--- config.mk ---
export PLATFORM = sky130hd
export DESIGN_NAME = ata_cycle_seq
export DESIGN_NICKNAME = d
export VERILOG_FILES = /design/src/rtl/ata_seq_pkg.sv /design/src/rtl/ata_phase_timer.sv /design/src/rtl/ata_bit_sync.sv /design/src/rtl/ata_cycle_seq.sv
export SDC_FILE = /design/constraint.sdc
export NUM_CORES = 1
export LEC_CHECK = 0
export ABC_AREA = 1
export BUFFER_PORTS_ARGS = -buffer_cell sky130_fd_sc_hd__buf_2
export CAP_MARGIN = 20
export CORE_UTILIZATION = 45
export CTS_BUF_LIST = sky130_fd_sc_hd__clkbuf_2 sky130_fd_sc_hd__clkbuf_4 sky130_fd_sc_hd__clkbuf_8
export DETAILED_ROUTE_END_ITERATION = 8
export PLACE_DENSITY_LB_ADDON = 0.1
export SLEW_MARGIN = 40
export SYNTH_ARGS = -nofsm -noshare
export SYNTH_HDL_FRONTEND = slang
export SYNTH_SLANG_ARGS = --single-unit
--- constraint.sdc ---
create_clock -name clk -period 1.75 [get_ports clk]
set_input_delay 0 -clock clk [delete_from_list [all_inputs] [get_ports clk]]
set_output_delay 0 -clock clk [all_outputs]
set_load 0.02 [all_outputs]
--- src/rtl/ata_seq_pkg.sv ---
package ata_seq_pkg;
    typedef enum logic [2:0] {
        ST_IDLE,
        ST_SETUP,
        ST_ACTIVE,
        ST_RECOVER,
        ST_DONE
    } seq_state_t;
endpackage

--- src/rtl/ata_phase_timer.sv ---
module ata_phase_timer #(
    parameter int CNT_W = 8
) (
    input  logic             clk,
    input  logic             rst_n,
    input  logic             load,
    input  logic [CNT_W-1:0] load_val,
    output logic             expired
);
    localparam logic [CNT_W-1:0] ONE = CNT_W'(1);

    logic [CNT_W-1:0] cnt_q;

    always_ff @(posedge clk or negedge rst_n) begin
        if (!rst_n) begin
            cnt_q <= ONE;
        end else if (load) begin
            cnt_q <= (load_val == '0) ? ONE : load_val;
        end else if (cnt_q > ONE) begin
            cnt_q <= cnt_q - ONE;
        end
    end

    assign expired = (cnt_q == ONE);
endmodule

--- src/rtl/ata_bit_sync.sv ---
module ata_bit_sync #(
    parameter int STAGES = 2
) (
    input  logic clk,
    input  logic rst_n,
    input  logic d,
    output logic q
);
    logic [STAGES-1:0] chain_q;

    always_ff @(posedge clk or negedge rst_n) begin
        if (!rst_n) begin
            chain_q <= '0;
        end else begin
            chain_q <= {chain_q[STAGES-2:0], d};
        end
    end

    assign q = chain_q[STAGES-1];
endmodule

--- src/rtl/ata_cycle_seq.sv ---
module ata_cycle_seq
    import ata_seq_pkg::*;
#(
    parameter int CNT_W  = 8,
    parameter int ADDR_W = 3,
    parameter int DATA_W = 16
) (
    input  logic              clk,
    input  logic              rst_n,
    input  logic              req_valid,
    input  logic              req_write,
    input  logic              req_dma,
    input  logic              req_blk,
    input  logic [ADDR_W-1:0] req_addr,
    input  logic [DATA_W-1:0] req_wdata,
    input  logic [CNT_W-1:0]  t_setup,
    input  logic [CNT_W-1:0]  t_active,
    input  logic [CNT_W-1:0]  t_recover,
    output logic              busy,
    output logic              done,
    output logic [DATA_W-1:0] rdata,
    output logic [ADDR_W-1:0] dev_addr,
    output logic              dev_cs0_n,
    output logic              dev_cs1_n,
    output logic              dev_rd_n,
    output logic              dev_wr_n,
    output logic              dev_dmack_n,
    input  logic              dev_dmarq,
    input  logic              dev_iordy,
    input  logic [DATA_W-1:0] dd_in,
    output logic [DATA_W-1:0] dd_out,
    output logic              dd_oe
);
    localparam int SYNC_STAGES = 2;

    seq_state_t state_q, state_d;

    logic              q_write, q_dma, q_blk;
    logic [ADDR_W-1:0] q_addr;
    logic [DATA_W-1:0] q_wdata;
    logic              oe_tail_q;

    logic              tmr_load;
    logic [CNT_W-1:0]  tmr_val;
    logic              tmr_exp;
    logic              iordy_s;
    logic              accept, strobe_end;

    ata_bit_sync #(.STAGES(SYNC_STAGES)) u_rdy_sync (
        .clk   (clk),
        .rst_n (rst_n),
        .d     (dev_iordy),
        .q     (iordy_s)
    );

    ata_phase_timer #(.CNT_W(CNT_W)) u_timer (
        .clk      (clk),
        .rst_n    (rst_n),
        .load     (tmr_load),
        .load_val (tmr_val),
        .expired  (tmr_exp)
    );

    assign accept     = (state_q == ST_IDLE) && req_valid && (!req_dma || dev_dmarq);
    assign strobe_end = (state_q == ST_ACTIVE) && tmr_exp && (q_dma || iordy_s);

    // next state and timer load
    always_comb begin
        state_d  = state_q;
        tmr_load = 1'b0;
        tmr_val  = t_setup;
        unique case (state_q)
            ST_IDLE: begin
                if (accept) begin
                    state_d  = ST_SETUP;
                    tmr_load = 1'b1;
                    tmr_val  = t_setup;
                end
            end
            ST_SETUP: begin
                if (tmr_exp) begin
                    state_d  = ST_ACTIVE;
                    tmr_load = 1'b1;
                    tmr_val  = t_active;
                end
            end
            ST_ACTIVE: begin
                if (strobe_end) begin
                    state_d  = ST_RECOVER;
                    tmr_load = 1'b1;
                    tmr_val  = t_recover;
                end
            end
            ST_RECOVER: begin
                if (tmr_exp) state_d = ST_DONE;
            end
            ST_DONE: state_d = ST_IDLE;
            default: state_d = ST_IDLE;
        endcase
    end

    // state register and request capture
    always_ff @(posedge clk or negedge rst_n) begin
        if (!rst_n) begin
            state_q   <= ST_IDLE;
            q_write   <= 1'b0;
            q_dma     <= 1'b0;
            q_blk     <= 1'b0;
            q_addr    <= '0;
            q_wdata   <= '0;
            rdata     <= '0;
            oe_tail_q <= 1'b0;
        end else begin
            state_q   <= state_d;
            oe_tail_q <= strobe_end && q_write;
            if (accept) begin
                q_write <= req_write;
                q_dma   <= req_dma;
                q_blk   <= req_blk;
                q_addr  <= req_addr;
                q_wdata <= req_wdata;
            end
            if (strobe_end && !q_write) begin
                rdata <= dd_in;
            end
        end
    end

    // pin outputs decoded from state
    always_comb begin
        logic in_cycle;
        in_cycle    = (state_q == ST_SETUP) || (state_q == ST_ACTIVE) ||
                      (state_q == ST_RECOVER);
        busy        = (state_q != ST_IDLE);
        done        = (state_q == ST_DONE);
        dev_addr    = (in_cycle && !q_dma) ? q_addr : '0;
        dev_cs0_n   = !(in_cycle && !q_dma && !q_blk);
        dev_cs1_n   = !(in_cycle && !q_dma && q_blk);
        dev_dmack_n = !(in_cycle && q_dma);
        dev_rd_n    = !((state_q == ST_ACTIVE) && !q_write);
        dev_wr_n    = !((state_q == ST_ACTIVE) && q_write);
        dd_out      = q_wdata;
        dd_oe       = q_write && ((state_q == ST_SETUP) ||
                                  (state_q == ST_ACTIVE) || oe_tail_q);
    end
endmodule

==> Word level (Yosys, flattened, before mapping) <==
Cells that the tools add are included.
{ "totals": {"register_bits": 52, "inputBits": 67, "wordCells": 69} }
{ "op_classes": {"addsub": 1, "order_cmp": 1, "eq_ne": 9, "muxes": 16, "n_reduce_logical": 32} }
{ "ops": {"columns": ["operator", "count"], "rows": [
  ["$mux W8", 5],
  ["$pmux W8 S2", 1],
  ["$mux W3", 5],
  ["$logic_and A1 B1 Y1", 13],
  ["$pmux W3 S4", 1],
  ["$logic_not A1 Y1", 9],
  ["$eq A8 B1 Y1 const B", 1],
  ["$gt A8 B1 Y1 const B", 1],
  ["$logic_not A8 Y1", 1],
  ["$ne A2 B2 Y1 const B", 4],
  ["$sub A8 B1 Y8 const B", 1],
  ["$eq A3 B2 Y1 const B", 2],
  ["$logic_or A1 B1 Y1", 5],
  ["$reduce_and A4 Y1", 1],
  ["$eq A3 B1 Y1 const B", 1],
  ["$eq A3 B3 Y1 const B", 1],
  ["$logic_not A3 Y1", 1],
  ["$mux W1", 3],
  ["$pmux W1 S3", 1],
  ["$reduce_bool A3 Y1", 1],
  ["$reduce_bool A2 Y1", 1]
]} }

==> Logic depth before layout (Yosys ltp) <==
Gate-level depths: netlist of run 1.
{ "depth": {"depth_word": 8, "ltp_mapped": 12, "mapped_depth_nobuf": 12} }

==> By module <==
From an unflattened synthesis of run 1, not the netlist that was laid out.
{ "unflattened": {"hier_cells": 347, "area_unflattened_um2": 2666.3} }
{ "by_module_without_submodules": {"columns": ["mod", "n_inst", "cells_each", "area_each_um2", "seq_area_each_um2"], "rows": [
  ["ata_cycle_seq", 1, 250, 1981.9, 1051.0],
  ["ata_phase_timer", 1, 95, 634.4, 201.4],
  ["ata_bit_sync", 1, 2, 50.0, 50.0]
]} }

==> Worst setup path after synthesis of run 1 <==
Ideal clock, no wire load.
{ "synth_path": {"path_type": "register -> register", "start": "register u_timer.cnt_q[0]", "end": "register rdata[10]", "setup_ps": 125, "arrival_ps": 1630, "required_ps": 1625, "setup_slack_ps": -5, "path_stages_with_launch": 9, "period_less_slack_ps": 1755, "path_cell_list": "dfstp_2 -> ha_1 -> nand2_1 -> nor2_4 -> nand2_4 -> clkinv_2 -> nand2_4 -> buf_6 -> mux2_4"} }
{ "synth_via": {"elab_chain_len": 4} }
{ "synth_lines": {"columns": ["item", "line", "text"], "rows": [
  ["from (decl)", "ata_phase_timer.sv:12", "logic [CNT_W-1:0] cnt_q;"],
  ["from (signal assigned)", "ata_phase_timer.sv:18", "cnt_q <= (load_val == '0) ? ONE : load_val;"],
  ["from (signal assigned)", "ata_phase_timer.sv:20", "cnt_q <= cnt_q - ONE;"],
  ["$eq A8 B1 Y1", "ata_phase_timer.sv:24", "assign expired = (cnt_q == ONE);"],
  ["$logic_and A1 B1 Y1 (2 in series)", "ata_cycle_seq.sv:65", "assign strobe_end = (state_q == ST_ACTIVE) && tmr_exp && (q_dma || iordy_s);"],
  ["$logic_and A1 B1 Y1", "ata_cycle_seq.sv:123", "if (strobe_end && !q_write) begin"],
  ["to (signal assigned)", "ata_cycle_seq.sv:124", "rdata <= dd_in;"],
  ["to (decl)", "ata_cycle_seq.sv:21", "output logic [DATA_W-1:0] rdata,"]
]} }
No other way between the ends.
A chain may end at the register's enable or synchronous reset.

==> Final worst setup path of run 1 <==
{ "layout_path": {"start": "register u_timer.cnt_q[0]", "end": "register u_timer.cnt_q[4]"} }
{ "layout_via": {"elab_chain_len": 8, "elab_cells_between_ends": 16, "cone_classes": "add/sub (1); order compare (1); eq/ne (1); mux (9); reduce/logical (4)"} }
{ "layout_lines": {"columns": ["item", "line", "text"], "rows": [
  ["$eq A8 B1 Y1", "ata_phase_timer.sv:24", null],
  ["$logic_and A1 B1 Y1 (2 in series)", "ata_cycle_seq.sv:65", null],
  ["$mux W8", "ata_cycle_seq.sv:88", "if (strobe_end) begin"],
  ["$pmux W8 S2", "ata_cycle_seq.sv:72", "unique case (state_q)"],
  ["$logic_not A8 Y1", "ata_phase_timer.sv:18", null],
  ["$mux W8", "ata_phase_timer.sv:18", null],
  ["$mux W8", "ata_phase_timer.sv:17", "end else if (load) begin"]
]} }
Several ways; a longest one is shown, not always the timed one. The select of a mux whose other input is x is not followed.

==> impl_summary.txt, run 1 <==
----------------------------------------------------
[Logic synthesis]
  Mean instance size in the synthesized netlist ... roughly 8.7 sq um
  Number of nets in the synthesized netlist ... ~360
  Number of synthesized register bits ... 52
  Share of synthesized registers carrying an async set or reset ... 100.0%
  Gate count after technology mapping ... 295
  EDFF count, synth ... 0
  YS warnings ... 0
  Sequential-to-total area share from yosys stat ... 50.53%
  Most used DFF post-synth ... dfrtp_1
  Count of distinct cell types in the synthesized netlist ... 33
  Post-synth design cell area ... 2577 sq um

[Timing]
  Max-slew headroom at the worst pin ... 61.14%
  Final worst path period need ... roughly 1.7 ns
  Final number of hold-violating endpoints ... 0
  Setup repair after global routing missed its margin ... true
  Worst Max-Slew Pin Slew ... 0.5829 ns
  Post-route clock period utilization ... between 90 and 100%
  Final setup violating endpoints ... 0
  Worst-case clock skew ... ~0.0056 ns
  Maximum clock rate ... around 580 MHz
  Hold Worst Slack ... around 0.032 ns
  Number of max-slew violations in the final report ... 0
  Setup TNS ... 0 ns

[Cells and area]
  Number of cells in the finished layout apart from fillers ... 541
  Layout cell share with drive strength beyond 1 ... 40.94%
  Area added between synthesis and finish ... 54.66%
  Nets@finish ... approximately 540
  Inserted Diodes ... 0
  Layout filler cell count ... approximately 430
  Post-layout utilization of the core ... 72.39%

[Global routing]
  Vias in the first global route ... 2477
  First-pass GRT wire length ... 11.43 mm
  Pin count of the biggest net entering global routing ... 30
  Antenna violations before repair ... 0
  GRT Total Usage ... around 24%
  Total gr overflow ... 0

[Detailed routing]
  Count of unresolved DRC violations after routing ... 0
  Via-per-instance ratio ... 4.652
  Final wirelength ... 6.745 mm
  Vias after detailed routing ... about 2500
  Antenna-violating nets left ... 0
  Pre-antenna DRT Iters ... 4
  DRT iter0 DRCs ... roughly 150
  Avg WL per Cell ... 12.47 um

[Place]
  Placed wire-length estimate ... 4.491 mm
  GPL Wtd Cong ... about 0.9
  Inst Count DP ... 483
  Number of buffers inserted by port buffering ... 109

[Worst hold path]
  Worst hold start ... t_setup[0]
  Instance count along the most critical hold path ... 3
  Capture endpoint of the worst hold path ... u_timer.cnt_q[0]$_DFFE_PN1P_
  Type of the worst min-delay path ... in -> reg

[Worst setup path]
  Type of origin of the critical path ... register
  Endpoint of the most critical register-to-register path ... u_timer.cnt_q[4]$_DFFE_PN0P_
  Worst Setup End Kind ... register
  Setup slack of the most critical reg-to-reg path ... 0.02 ns
  Worst Path Class, Setup ... reg -> reg
  Count of cells along the worst register-to-register path ... 8
  Worst path arrival time ... about 2.0 ns
  Worst r2r src ... u_timer.cnt_q[0]$_DFFE_PN1P_
  Worst Path Max Fanout ... 4
  Required time of the critical path ... 1.97 ns

[Power]
  VDD IR-drop max ... 0.4262 mV
  Leakage ... roughly 2.2 nW
  Post-layout power ... 2.498 mW
  Total power density per cell area ... 626.7 nW/um^2

[Floorplan]
  Starting Density ... 46.81%
  DIE HEIGHT ... 77.68 um
  Number of standard-cell rows in the floorplan ... 27
  # IOs ... 110
  Floorplan die area ... 6034 sq um
  Area inside the core boundary ... 5507 sq um
  Width of the die ... between 70 and 80 um

[Clocking]
  H-Tree Level Count ... 2
  Max Root-Sink Buffers ... 2
  CTS Root Cell ... clkbuf_8
  CTS tree ... yes
  Clock latency of the later-clocked register in the worst-skew pair ... ~0.31 ns
  TritonCTS buffer count ... 5
  Number of sinks driven by the clock tree ... 52
  Post-CTS clock slew at the launch and capture registers of the worst setup and hold paths ... 0.09 ns

[Job]
  Maxcap violations ... 0

[Status]
  Result of the run ... finished clean

----------------------------------------------------
routing by layer:
metal	global-route usage (%)	share of wire [%]
met1	31.19	43
met5	0	0
met4	9.434	2.3
met3	6.471	7.3
met2	38.85	48
what timing repair did:
item,CTS,global route
resized for setup,5,17
hold buffers,40,0
endpoints found under the hold margin,61,0
pin swaps,7,18
buffers inserted,3,7
gates cloned,0,0
setup endpoints to repair,1,26
synth_stat cells, types with 2 or more instances:
| master | n | share of area, % |
|---|---|---|
| nor2_1 | 27 | 3.9 |
| dfrtp_1 | 51 | 50 |
| nor2_4 | 3 | 1.3 |
| xor2_1 | 4 | 1.4 |
| mux2_4 | 10 | 5.8 |
| nand2_1 | 92 | 13 |
| clkbuf_1 | 2 | 0.29 |
| nor3_1 | 3 | 0.58 |
| a21oi_1 | 4 | 0.78 |
| ha_1 | 2 | 0.97 |
| buf_4 | 2 | 0.58 |
| o211ai_1 | 4 | 1.2 |
| inv_2 | 3 | 0.44 |
| nand3_1 | 18 | 3.5 |
| mux2_2 | 6 | 2.6 |
| inv_1 | 31 | 4.5 |
| o21ai_0 | 10 | 1.9 |
| nor2_2 | 5 | 1.2 |
| nand2_4 | 3 | 1.3 |
| nand2_2 | 2 | 0.49 |
power by group:
part	leakage [nW]	total (mW)	internal (mW)	switching, mW
Combinational	1.53	0.273	0.162	0.111
Clock	0.0687	0.991	0.576	0.416
Sequential	0.634	1.23	1.22	0.0121
Total	2.24	2.50	1.96	0.539
worst max path at each step:
| stage | start | endpoint | slack, ns | cells past startpoint |
|---|---|---|---|---|
| finish | u_timer.cnt_q[0]$_DFFE_PN1P_ | u_timer.cnt_q[4]$_DFFE_PN0P_ | 0.02 | 8 |
| global route | u_timer.cnt_q[1]$_DFFE_PN0P_ | u_timer.cnt_q[0]$_DFFE_PN1P_ | -0.1 | 9 |
| CTS | u_timer.cnt_q[0]$_DFFE_PN1P_ | u_timer.cnt_q[0]$_DFFE_PN1P_ | -0.03 | 11 |
| detailed placement | u_timer.cnt_q[0]$_DFFE_PN1P_ | u_timer.cnt_q[0]$_DFFE_PN1P_ | -0.02 | 11 |
| global placement | u_timer.cnt_q[0]$_DFFE_PN1P_ | u_timer.cnt_q[0]$_DFFE_PN1P_ | 0.06 | 11 |
| floorplan | u_timer.cnt_q[0]$_DFFE_PN1P_ | rdata[10]$_DFFE_PN0P_ | 0.02 | 8 |
worst max-delay path, stage by stage, from the launching register on:
cell	delay (ns)
dfstp_2	0.56
inv_1	0.09
ha_1	0.23
nand2_1	0.19
a21oi_2	0.10
buf_4	0.15
o21ai_0	0.16
nand2_1	0.08
o21ai_0	0.08
registers in the layout (all words and copies together) (netlist names):
| name | count |
|---|---|
| q_write | 1 |
| q_dma | 1 |
| oe_tail_q | 1 |
| dd_out | 16 |
| state_q | 3 |
| u_timer.cnt_q | 8 |
| q_addr | 3 |
| q_blk | 1 |
| u_rdy_sync.chain_q | 2 |
| rdata | 16 |
metrics by stage:
step / area, sq um / worst slack, ns
after global routing: 3986 / -0.09754
after global placement: 3287 / 0.05556
final: 3986 / 0.02161
after floorplan: 2577 / 0.02027
after CTS: 3871 / -0.02517
after detailed placement: 3287 / -0.02319
cell usage in the layout (no fill, tap or decap), drive strengths merged, types with 3 or more instances in the layout:
master and count:
o21ai 10, dlygate4sd3 40, a21oi 4, nor2 35
mux2 16, clkbuf 5, xor2 4, inv 35
o211ai 4, buf 132, dfrtp 51, nor3 3
nand2 97, nand3 19
kinds of logic (layout without fill, tap and decap cells):
logic type                 Yosys count  in the layout  synth area share (%)
and+or+nand+nor                    156            156                 26.60
DFF                                 52             52                 50.53
buffers and inverters               42            216                 6.795
AOI/OAI and AO/OA                   22             22                 4.952
muxes                               16             16                 8.446
xor gates and xnor gates             5              5                 1.699
adders and majority gates            2              2                0.9707
cell type report:
| type | instances | area [sq um] | share of cell area [%] |
|---|---|---|---|
| clock buffers | 5 | 68.82 | 1.726 |
| clock inverters | 3 | 68.82 | 1.726 |
| well taps | 72 | 90.09 | 2.260 |
| flip-flops and latches | 52 | 1303 | 32.67 |
| repair buffers | 172 | 1135 | 28.47 |
| multi-input cells | 201 | 1185 | 29.72 |
| inverters | 36 | 136.4 | 3.421 |
Note: power is estimated with default switching activity, not from simulation.
==> run 2: changes to the inputs <==
--- a/config.mk
+++ b/config.mk
@@ -15,4 +15,5 @@
 export SLEW_MARGIN = 40
 export SYNTH_ARGS = -nofsm -noshare
 export SYNTH_HDL_FRONTEND = slang
+export SYNTH_HIERARCHICAL = 1
 export SYNTH_SLANG_ARGS = --single-unit
==> run 2 against run 1 <==
  * The run now ends with setup timing left
  * Clock power down 27%
  * Routed wire length is 21% higher
  * Clock-buffer cell count is 2 higher
  * Die area increased by 3.4%
  * Critical path type unchanged
  * Largest cell class is now multi-input combinational cells
==> impl_summary.txt, run 2 <==
----------------------------------------------------
[Global routing]
  Antenna violations before repair ... 0
  Vias in the first global route ... ~2700
  GR Layer Usage met1 ... 32.26%
  First-pass GRT wire length ... 12.25 mm
  Layer carrying the most global-route usage ... met2
  Total gr overflow ... 0
  Pin count of the biggest net entering global routing ... 53
  GRT Total Usage ... 25.06%
  Met2 track demand over resource ... 41.81%
  Met3 Resource Use GR ... around 5.3%

[Power]
  VDD IR-drop max ... 0.8990 mV
  Total power density per cell area ... 1176 nW/um^2
  Leakage ... approximately 2.3 nW

[Logic synthesis]
  Post-synth design cell area ... between 2000 and 3000 sq um
  EDFF count, synth ... 0
  Gate count after technology mapping ... 347
  Sequential-to-total area share from yosys stat ... 48.85%
  Number of nets in the synthesized netlist ... 416
  Most common library cells after synthesis ... 121 x nand2_1, 61 x nand3_1, 51 x dfrtp_1
  Most used DFF post-synth ... dfrtp_1
  Share of synthesized registers carrying an async set or reset ... 100.0%
  YS warnings ... 6
  Number of synthesized register bits ... 52
  Synth area leaders ... dfrtp_1 48%, nand2_1 17%, nand3_1 11%
  Library cell with the largest summed area after synthesis ... dfrtp_1
  Mean instance size in the synthesized netlist ... 7.684 sq um
  Count of distinct cell types in the synthesized netlist ... 27
  Most used standard cell by instance count after synthesis ... nand2_1
  Top cell type's share of synthesized area ... 47.86%

[Clocking]
  Post-CTS clock slew at the launch and capture registers of the worst setup and hold paths ... 0.09 ns
  Number of sinks driven by the clock tree ... 52
  CTS tree ... yes
  H-Tree Level Count ... 2
  CTS Root Cell ... clkbuf_8
  Max Root-Sink Buffers ... 2
  Clock latency of the later-clocked register in the worst-skew pair ... ~0.31 ns
  TritonCTS buffer count ... 5

[Floorplan]
  Floorplan die area ... around 6200 sq um
  # IOs ... between 100 and 150
  Starting Density ... a little under half
  Number of standard-cell rows in the floorplan ... 27
  DIE HEIGHT ... 78.98 um
  Width of the die ... 78.98 um
  Area inside the core boundary ... 5608 sq um

[Timing]
  Worst setup slack after layout ... -0.1392 ns
  Number of max-slew violations in the final report ... 0
  Setup TNS ... -1.239 ns
  Max-slew headroom at the worst pin ... 54.97%
  Worst-case clock skew ... 0.01459 ns
  Hold Worst Slack ... ~0.062 ns
  Setup repair after global routing missed its margin ... true
  Maximum clock rate ... 529.3 MHz
  Worst Max-Slew Pin Slew ... 0.6754 ns
  Post-route clock period utilization ... 108.0%
  Final worst path period need ... 1.889 ns
  Final setup violating endpoints ... 20
  Final number of hold-violating endpoints ... 0

[Detailed routing]
  Pre-antenna DRT Iters ... 4
  Final wirelength ... ~8.2 mm
  Via-per-instance ratio ... 4.899
  Vias after detailed routing ... 2949
  Antenna-violating nets left ... 0
  Avg WL per Cell ... approximately 14 um
  DRT iter0 DRCs ... 223
  Count of unresolved DRC violations after routing ... 0

[Place]
  Number of buffers inserted by port buffering ... 109
  Placed wire-length estimate ... 4.719 mm
  GPL Wtd Cong ... about 0.94

[Worst hold path]
  Type of the worst min-delay path ... in -> reg
  Instance count along the most critical hold path ... 5
  Capture endpoint of the worst hold path ... u_timer/cnt_q[7]$_DFFE_PN0P_
  Worst hold start ... t_recover[7]

[Worst setup path]
  Worst Path Max Fanout ... 7
  Required time of the critical path ... 2.00 ns
  Endpoint of the most critical register-to-register path ... u_timer/cnt_q[6]$_DFFE_PN0P_
  Count of cells along the worst register-to-register path ... 14
  Crit path max-delay cell type ... dfstp_2
  Cell breakdown of the critical path ... ha_4 > nand2_4 > nor2_4 > o21ai_4 > nor2_4 > buf_6 > nor2_4 > nand2_4 > inv_6 > nand2_4 > nor2_8 > nor2_2 > nand2_1 > inv_1
  Worst Setup End Kind ... register
  Type of origin of the critical path ... register
  Worst path arrival time ... 2.14 ns
  Setup slack of the most critical reg-to-reg path ... -0.14 ns
  Peak per-stage delay on the critical path ... between 0.5 and 0.6 ns
  Worst r2r src ... u_timer/cnt_q[0]$_DFFE_PN1P_
  Worst Path Class, Setup ... reg -> reg

[Cells and area]
  Area added between synthesis and finish ... 61.90%
  Commonest non-fill, non-tap cells in the layout ... 109 x buf_2, 108 x nand2_1, 50 x dfrtp_1, 44 x nand3_1, 40 x dlygate4sd3_1
  Inserted Diodes ... 0
  Layout cell share with drive strength beyond 1 ... between 40 and 50%
  Nets@finish ... 598
  Most common library cell in the layout ignoring fill and taps ... buf_2

[Status]
  Violations in the final reports ... setup timing
  Result of the run ... complete, but fails checks

[Job]
  Maxcap violations ... 0

----------------------------------------------------
[run 2: changes by cell type in the layout (fill, tap and decap cells not counted), sizes merged, moves of 2 or more]
cell,before,now
bufinv,2,0
o211ai,4,0
inv,35,32
a21oi,4,8
mux2,16,0
nor3,3,1
clkbuf,5,8
nand2,97,127
o21ai,10,12
nor2,35,37
nand3,19,63
xor2,4,1
buf,132,143
[run 2: cell type report]
| type | count | area (sq um) |
|---|---|---|
| Clock buffer | 7 | 83.83 |
| Timing Repair inverter | 1 | 8.758 |
| Fill cell | 420 | 1291 |
| Inverter | 33 | 137.6 |
| Sequential cell | 52 | 1304 |
| Multi-Input combinational cell | 252 | 1395 |
| Tap cell | 72 | 90.09 |
| Clock inverter | 1 | 8.758 |
| Timing Repair Buffer | 184 | 1289 |
[run 2: layer usage]
metal / wire [um] / vias up
li1: - / 1459
met1: 3428 / 1363
met2: 4103 / 113
met3: 449 / 14
met4: 184 / 0
met5: 0 / -
[run 2: what timing repair did]
action | 4_1_cts | 5_1_grt
hold buffers | 40 | 0
buffers inserted | 5 | 8
gates resized for setup | 31 | 32
endpoints found under the hold margin | 90 | 0
gates cloned | 1 | 2
pin swaps | 13 | 23
setup endpoints to repair | 10 | 28
[run 2: critical path: cells and delay by family, from the launching register on]
| family | cells | cell delay, ns |
|---|---|---|
| fa+ha+maj | 1 | 0.14 |
| simple gates | 9 | 0.82 |
| compound gates | 1 | 0.10 |
| buf+inv | 3 | 0.22 |
| flops | 1 | 0.56 |
[run 2: worst max path at each step]
stage	cells after the start	start	slack, ns	end
2_1_floorplan	14	u_timer/cnt_q[0]$_DFFE_PN1P_	-0.14	u_timer/cnt_q[6]$_DFFE_PN0P_
3_3_place_gp	13	u_timer/cnt_q[0]$_DFFE_PN1P_	-0.11	u_timer/cnt_q[0]$_DFFE_PN1P_
3_5_place_dp	13	u_timer/cnt_q[0]$_DFFE_PN1P_	-0.20	u_timer/cnt_q[0]$_DFFE_PN1P_
4_1_cts	12	u_timer/cnt_q[0]$_DFFE_PN1P_	-0.14	u_timer/cnt_q[0]$_DFFE_PN1P_
5_1_grt	13	u_timer/cnt_q[0]$_DFFE_PN1P_	-0.28	u_timer/cnt_q[0]$_DFFE_PN1P_
6_report	14	u_timer/cnt_q[0]$_DFFE_PN1P_	-0.14	u_timer/cnt_q[6]$_DFFE_PN0P_
[run 2: cells by family (layout without fill, tap and decap cells)]
kind of cell,Yosys count,count (layout),synth area share (%)
compound gates,20,20,4.317
xor+xnor,1,1,0.3285
fa+ha+maj,2,2,0.9384
buf+inv,44,226,7.602
flops,52,52,48.85
simple gates,228,229,37.96
[run 2: stage by stage]
| stage | util [%] | cell area [sq um] | power, mW | worst slack (ns) | cells |
|---|---|---|---|---|---|
| final | 76.97 | 4317 | 5.078 | -0.1392 | 602 |
| after floorplan | - | 2719 | 3.316 | -0.1439 | 347 |
| after global routing | 76.97 | 4317 | 5.442 | -0.2847 | 602 |
| after CTS | 73.09 | 4099 | 4.955 | -0.1368 | 593 |
| after global placement | 61.45 | 3446 | 4.047 | -0.1072 | 539 |
| after detailed placement | 61.45 | 3446 | 4.072 | -0.2027 | 539 |
[run 2: where the power goes]
group / internal (mW) / switching [mW]
Combinational: 0.990 / 1.58
Clock: 0.318 / 0.403
Sequential: 1.56 / 0.223
